===== src/rtl/dac_load_pkg.sv =====
package dac_load_pkg;

  typedef enum logic [2:0] {
    ST_IDLE,
    ST_SETUP,
    ST_CSON,
    ST_WRON,
    ST_WROFF,
    ST_CSOFF
  } seqState_t;

  // strobes from control to datapath
  typedef struct packed {
    logic capture; // latch request into the bus registers
    logic csLow;   // chip select asserted this cycle
    logic wrLow;   // write asserted this cycle
    logic commit;  // write rises at the coming edge: update shadow
  } seqStrobe_t;

endpackage


===== src/rtl/dac_load_ctrl.sv =====
module dac_load_ctrl
  import dac_load_pkg::*;
#(
  parameter int SETUP_CYC = 2,
  parameter int PULSE_CYC = 3,
  parameter int HOLD_CYC  = 1
) (
  input  logic       clk,
  input  logic       rst_n,
  input  logic       reqValid,
  output logic       reqReady,
  output seqStrobe_t strb
);

  localparam int MAX_A   = (SETUP_CYC > PULSE_CYC) ? SETUP_CYC : PULSE_CYC;
  localparam int MAX_LEN = (MAX_A > HOLD_CYC) ? MAX_A : HOLD_CYC;
  localparam int CNT_W   = (MAX_LEN > 1) ? $clog2(MAX_LEN) : 1;

  localparam logic [CNT_W-1:0] LD_SETUP = CNT_W'(SETUP_CYC - 1);
  localparam logic [CNT_W-1:0] LD_PULSE = CNT_W'(PULSE_CYC - 1);
  localparam logic [CNT_W-1:0] LD_HOLD  = CNT_W'(HOLD_CYC - 1);

  seqState_t        state, stateNext;
  logic [CNT_W-1:0] cnt, cntNext;
  logic             phaseDone;

  assign phaseDone = (cnt == '0);

  always_comb begin
    stateNext = state;
    cntNext   = phaseDone ? cnt : cnt - 1'b1;
    unique case (state)
      ST_IDLE: begin
        if (reqValid) begin
          stateNext = ST_SETUP;
          cntNext   = LD_SETUP;
        end
      end
      ST_SETUP: begin
        if (phaseDone) begin
          stateNext = ST_CSON;
          cntNext   = LD_SETUP;
        end
      end
      ST_CSON: begin
        if (phaseDone) begin
          stateNext = ST_WRON;
          cntNext   = LD_PULSE;
        end
      end
      ST_WRON: begin
        if (phaseDone) begin
          stateNext = ST_WROFF;
          cntNext   = LD_HOLD;
        end
      end
      ST_WROFF: begin
        if (phaseDone) begin
          stateNext = ST_CSOFF;
          cntNext   = LD_HOLD;
        end
      end
      ST_CSOFF: begin
        if (phaseDone) begin
          stateNext = ST_IDLE;
          cntNext   = '0;
        end
      end
      default: begin
        stateNext = ST_IDLE;
        cntNext   = '0;
      end
    endcase
  end

  always_ff @(posedge clk or negedge rst_n) begin
    if (!rst_n) begin
      state <= ST_IDLE;
      cnt   <= '0;
    end else begin
      state <= stateNext;
      cnt   <= cntNext;
    end
  end

  assign reqReady     = (state == ST_IDLE);
  assign strb.capture = (state == ST_IDLE) && reqValid;
  assign strb.csLow   = (state == ST_CSON) || (state == ST_WRON) || (state == ST_WROFF);
  assign strb.wrLow   = (state == ST_WRON);
  assign strb.commit  = (state == ST_WRON) && phaseDone;

endmodule


===== src/rtl/dac_load_dpath.sv =====
module dac_load_dpath
  import dac_load_pkg::*;
#(
  parameter int CODE_W = 8,
  parameter int NUM_CH = 2
) (
  input  logic                          clk,
  input  logic                          rst_n,
  input  seqStrobe_t                    strb,
  input  logic                          reqChan,
  input  logic [CODE_W-1:0]             reqCode,
  output logic                          dacCsN,
  output logic                          dacWrN,
  output logic                          dacSel,
  output logic [CODE_W-1:0]             dacBus,
  output logic [NUM_CH-1:0][CODE_W-1:0] shadow
);

  logic              selQ;
  logic [CODE_W-1:0] busQ;

  always_ff @(posedge clk or negedge rst_n) begin
    if (!rst_n) begin
      selQ <= 1'b0;
      busQ <= '0;
    end else if (strb.capture) begin
      selQ <= reqChan;
      busQ <= reqCode;
    end
  end

  assign dacSel = selQ;
  assign dacBus = busQ;
  assign dacCsN = ~strb.csLow;
  assign dacWrN = ~strb.wrLow;

  for (genvar ch = 0; ch < NUM_CH; ch++) begin : g_shadow
    always_ff @(posedge clk or negedge rst_n) begin
      if (!rst_n) begin
        shadow[ch] <= '0;
      end else if (strb.commit && (int'(selQ) == ch)) begin
        shadow[ch] <= busQ;
      end
    end
  end

endmodule


===== src/rtl/dac_load_seq.sv =====
module dac_load_seq
  import dac_load_pkg::*;
#(
  parameter int CODE_W    = 8,
  parameter int SETUP_CYC = 2,
  parameter int PULSE_CYC = 3,
  parameter int HOLD_CYC  = 1
) (
  input  logic              clk,
  input  logic              rst_n,
  input  logic              reqValid,
  input  logic              reqChan,
  input  logic [CODE_W-1:0] reqCode,
  output logic              reqReady,
  output logic              dacCsN,
  output logic              dacWrN,
  output logic              dacSel,
  output logic [CODE_W-1:0] dacBus,
  output logic [CODE_W-1:0] shadowA,
  output logic [CODE_W-1:0] shadowB
);

  localparam int NUM_CH = 2;

  seqStrobe_t                    strb;
  logic [NUM_CH-1:0][CODE_W-1:0] shadow;

  dac_load_ctrl #(
    .SETUP_CYC(SETUP_CYC),
    .PULSE_CYC(PULSE_CYC),
    .HOLD_CYC (HOLD_CYC)
  ) u_ctrl (
    .clk     (clk),
    .rst_n   (rst_n),
    .reqValid(reqValid),
    .reqReady(reqReady),
    .strb    (strb)
  );

  dac_load_dpath #(
    .CODE_W(CODE_W),
    .NUM_CH(NUM_CH)
  ) u_dpath (
    .clk    (clk),
    .rst_n  (rst_n),
    .strb   (strb),
    .reqChan(reqChan),
    .reqCode(reqCode),
    .dacCsN (dacCsN),
    .dacWrN (dacWrN),
    .dacSel (dacSel),
    .dacBus (dacBus),
    .shadow (shadow)
  );

  assign shadowA = shadow[0];
  assign shadowB = shadow[1];

endmodule


===== config.mk =====
export PLATFORM = sky130hd
export DESIGN_NAME = dac_load_seq
export DESIGN_NICKNAME = d
export VERILOG_FILES = /design/src/rtl/dac_load_pkg.sv /design/src/rtl/dac_load_ctrl.sv /design/src/rtl/dac_load_dpath.sv /design/src/rtl/dac_load_seq.sv
export SDC_FILE = /design/constraint.sdc
export NUM_CORES = 1
export LEC_CHECK = 0
export BUFFER_PORTS_ARGS = -buffer_cell sky130_fd_sc_hd__buf_2
export CAP_MARGIN = 20
export CELL_PAD_IN_SITES_DETAIL_PLACEMENT = 1
export CELL_PAD_IN_SITES_GLOBAL_PLACEMENT = 2
export CORE_UTILIZATION = 35
export DETAILED_ROUTE_END_ITERATION = 6
export GPL_TIMING_DRIVEN = 0
export PLACE_DENSITY = 0.93
export SLEW_MARGIN = 40
export SYNTH_ARGS = -nofsm -noshare
export SYNTH_HDL_FRONTEND = slang
export SYNTH_SLANG_ARGS = --single-unit
export TNS_END_PERCENT = 10

===== constraint.sdc =====
create_clock -name clk -period 3.3 [get_ports clk]
set_input_delay 0.33 -clock clk [delete_from_list [all_inputs] [get_ports clk]]
set_output_delay 0.33 -clock clk [all_outputs]
set_load 0.01 [all_outputs]

==> impl_metrics.toml <==
[yosys]
syn_inst = 94
synth_xor_area_share_pct = 0.667
synth_fa_ha_area_share_pct = 3.81
synth_seq_cells = 30
muxShareOfSynthArea_pct = 21.4
synth_edf_count = 0
synthTopCellsByArea = "dfrtp_1, mux2_2, ha_1, buf_4, nand4_4"
synth_top_cell_area_share_pct = 57.2
synth_compound_area_share_pct = 3.81
synth_common_cells = "dfrtp_1, mux2_2, ha_1, nand2_1"
synth-main-ff-cell = "dfrtp_1"
yosys.area.top_type = "dfrtp_1"
synth_top_family_by_area = "multiplexers"
synth_area_per_cell_um2 = 14.0
ys_types = 26
syn-cell-area_mm2 = 0.00131
synth.most_common_cell = "dfrtp_1"
yosys.area_share.simple_pct = 10.2
async_flop_share_pct = 100
yosysSeqAreaShare_pct = 57.2
synth_nets = 110
yosys_warnings = 0

[clock_tree]
cts.sinks = 30
cts_root_buffer = "clkbuf_8"
post_cts_resized = 0
cts_hold_buf = 0
path_clk_slew_ns = 0.06
post-cts-setup-buffers = 0
numCtsBuffers = 5
worstSkewPairLatency_ns = 0.28
cts_tree = "done"
clk_path_buf_depth = 2
h-tree-depth = 2

[critical_path]
crit_path_end_kind = "primary output"
reg2reg_to = "u_dpath.shadow[0]$_DFFE_PN0P_"
required_ns = 2.97
worst_ep_arrival_time_ns = 1.57
r2r_slack_ns = 1.44
crit_fanout = 10
crit_chain = "clkbuf_1, nor2b_1, a21oi_1, buf_2"
ff2ff_path_depth = 5
critPathKind = "register to primary output"
cpPeakStageDelay_ns = 0.39
crit_slowest_cell = "dfrtp_1"
rr_startpoint = "u_ctrl.cnt[0]$_DFF_PN0_"
startpoint_type = "register"

[sta]
setup_viol = 0
hold_viol = 0
worst_pin_slew_ns = 0.643
clock_skew_ns = 0.00609
rsz0062_at_grt = "no"
drv_slew = 0
fin_crit_ns = 1.90
fin_crit_sh_pct = 57.6
fin_tns_setup_ns = 0
clock.fmax_mhz = 526
slew_headroom_pct = 57.1
setup_slack_ns = 1.40

[power_and_ir_drop]
combinationalPowerShare_pct = 43.2
power_mw = 1.72
p_per_area_mw_per_mm2 = 1040
seqPwrFrac_pct = 39.5
sw_frac_of_total_pct = 37.1
p_switching_mw = 0.638
p_clk_share_pct = 17.3
internal-power_mw = 1.08
peakVddDrop_mv = 0.536
leakage_nw = 0.804

[detailed_routing]
viasPerCell = 4.88
via_count = 912
drt-pass1-iter-count = 3
drt-total-wl_um = 2970
wl_per_cell_um = 15.9
drt_iter0_drc = 7
drc = 0
postRouteAntennaNets = 0

[job]
max_cap_viol_count = 0

[global_routing]
grt_pass1_vias = 1030
grt_overflow_total = 0
antenna_found_initial = 0
grt_max_degree = 31
track_usage_pct = 17.0
grt_busiest_layer = "met2"
grt_util_met3_pct = 5.98
gr-usage-met1_pct = 18.9
grt_pass1_wl_um = 5050
grtUsageMet2_pct = 29.3

[layout]
multi_input_area_um2 = 524
layout-drive-gt1-share_pct = 54.6
register_area_um2 = 751
area_growth_pct = 26.2
fillers = 396
final_util_pct = 47.8
num-nets-final = 156
diodes = 0

[worst_hold_path]
min_path_type = "primary input to async pin"

[place]
pre_cts_ws_ns = 1.41
numPortBuffers = 39
gp_congestion = 0.753
dpl.hpwl_um = 2130

[floorplan]
fp-row-count = 21
dieArea_mm2 = 0.00400
ios = 40
die_h_um = 63.2
die_w_um = 63.2
start_util_pct = 37.8
core_area_mm2 = 0.00347

[outcome]
status = "completed"
worst max-delay path, delay by kind of cell (launching register included):
family / cells / cell delay [ns]
buf+inv: 2 / 0.48
compound gates: 1 / 0.12
simple gates: 1 / 0.31
flops: 1 / 0.39
per-layer routing:
metal | up-vias | part of all wire (%)
li1 | 419 | -
met1 | 455 | 40
met2 | 32 | 52
met3 | 6 | 5.7
met4 | 0 | 2.4
met5 | - | 0
worst max path at each step:
stage                                           start                             to  slack, ns  cells after the start
final                     u_ctrl.state[2]$_DFFE_PN0P_                         dacCsN       1.40                      4
after global routing      u_ctrl.state[2]$_DFFE_PN0P_                         dacCsN       1.26                      4
after CTS                 u_ctrl.state[2]$_DFFE_PN0P_                         dacCsN       1.38                      4
after detailed placement      u_ctrl.cnt[0]$_DFF_PN0_  u_dpath.shadow[4]$_DFFE_PN0P_       1.41                      5
after global placement        u_ctrl.cnt[0]$_DFF_PN0_  u_dpath.shadow[5]$_DFFE_PN0P_       1.54                      5
after floorplan               u_ctrl.cnt[0]$_DFF_PN0_  u_dpath.shadow[0]$_DFFE_PN0P_       1.69                      5
metrics by stage:
step | hold WS (ns) | instance area, um^2 | std cells
2_1_floorplan | 0.0344 | 1310 | 94
3_3_place_gp | 0.379 | 1570 | 179
3_5_place_dp | 0.395 | 1570 | 179
4_1_cts | 0.0889 | 1660 | 187
5_1_grt | 0.120 | 1660 | 187
6_report | 0.0728 | 1660 | 187
cell type report:
cell class                 count  share of cell area [%]
tap                           46                    3.47
inverter                       3                   0.680
clock buffer                   7                    5.21
buffer                         4                    1.59
clock inverter                 1                   0.302
multi-input combinational     57                    31.6
timing repair buffer          39                    11.8
sequential                    30                    45.3
registers in the layout (all words and copies together), names as in the netlist:
signal,flops
u_dpath.shadow,16
u_dpath.dacBus,8
u_ctrl.state,3
u_ctrl.cnt,2
u_dpath.dacSel,1
cell families (layout without fill, tap and decap cells):
family	count (synthesis)	after routing
xor gates and xnor gates	1	1
adders and majority gates	4	4
buffers and inverters	7	54
DFF	30	30
muxes	25	25
and+or+nand+nor	19	19
AOI/OAI and AO/OA	8	8
power by group through the flow:
stage,clock network [mW],registers (mW),logic (mW)
after floorplan,0,0.736,0.397
after global placement,0,0.661,0.714
after detailed placement,0,0.685,0.750
after CTS,0.308,0.683,0.757
after global routing,0.325,0.710,0.804
final,0.298,0.679,0.743
placed cells by master, fill, tap and decap left out, types with 2 or more instances in the layout:
| master | synthesis | routed |
|---|---|---|
| nor2_1 | 2 | 2 |
| clkbuf_8 | 0 | 6 |
| buf_4 | 3 | 3 |
| buf_2 | 0 | 39 |
| nand2_1 | 4 | 4 |
| nor2b_1 | 3 | 3 |
| ha_1 | 4 | 4 |
| inv_1 | 3 | 3 |
| dfrtp_1 | 30 | 30 |
| o21ai_0 | 3 | 3 |
| mux2_2 | 25 | 25 |
| clkbuf_1 | 1 | 2 |
(Power assumes the default switching activity.)
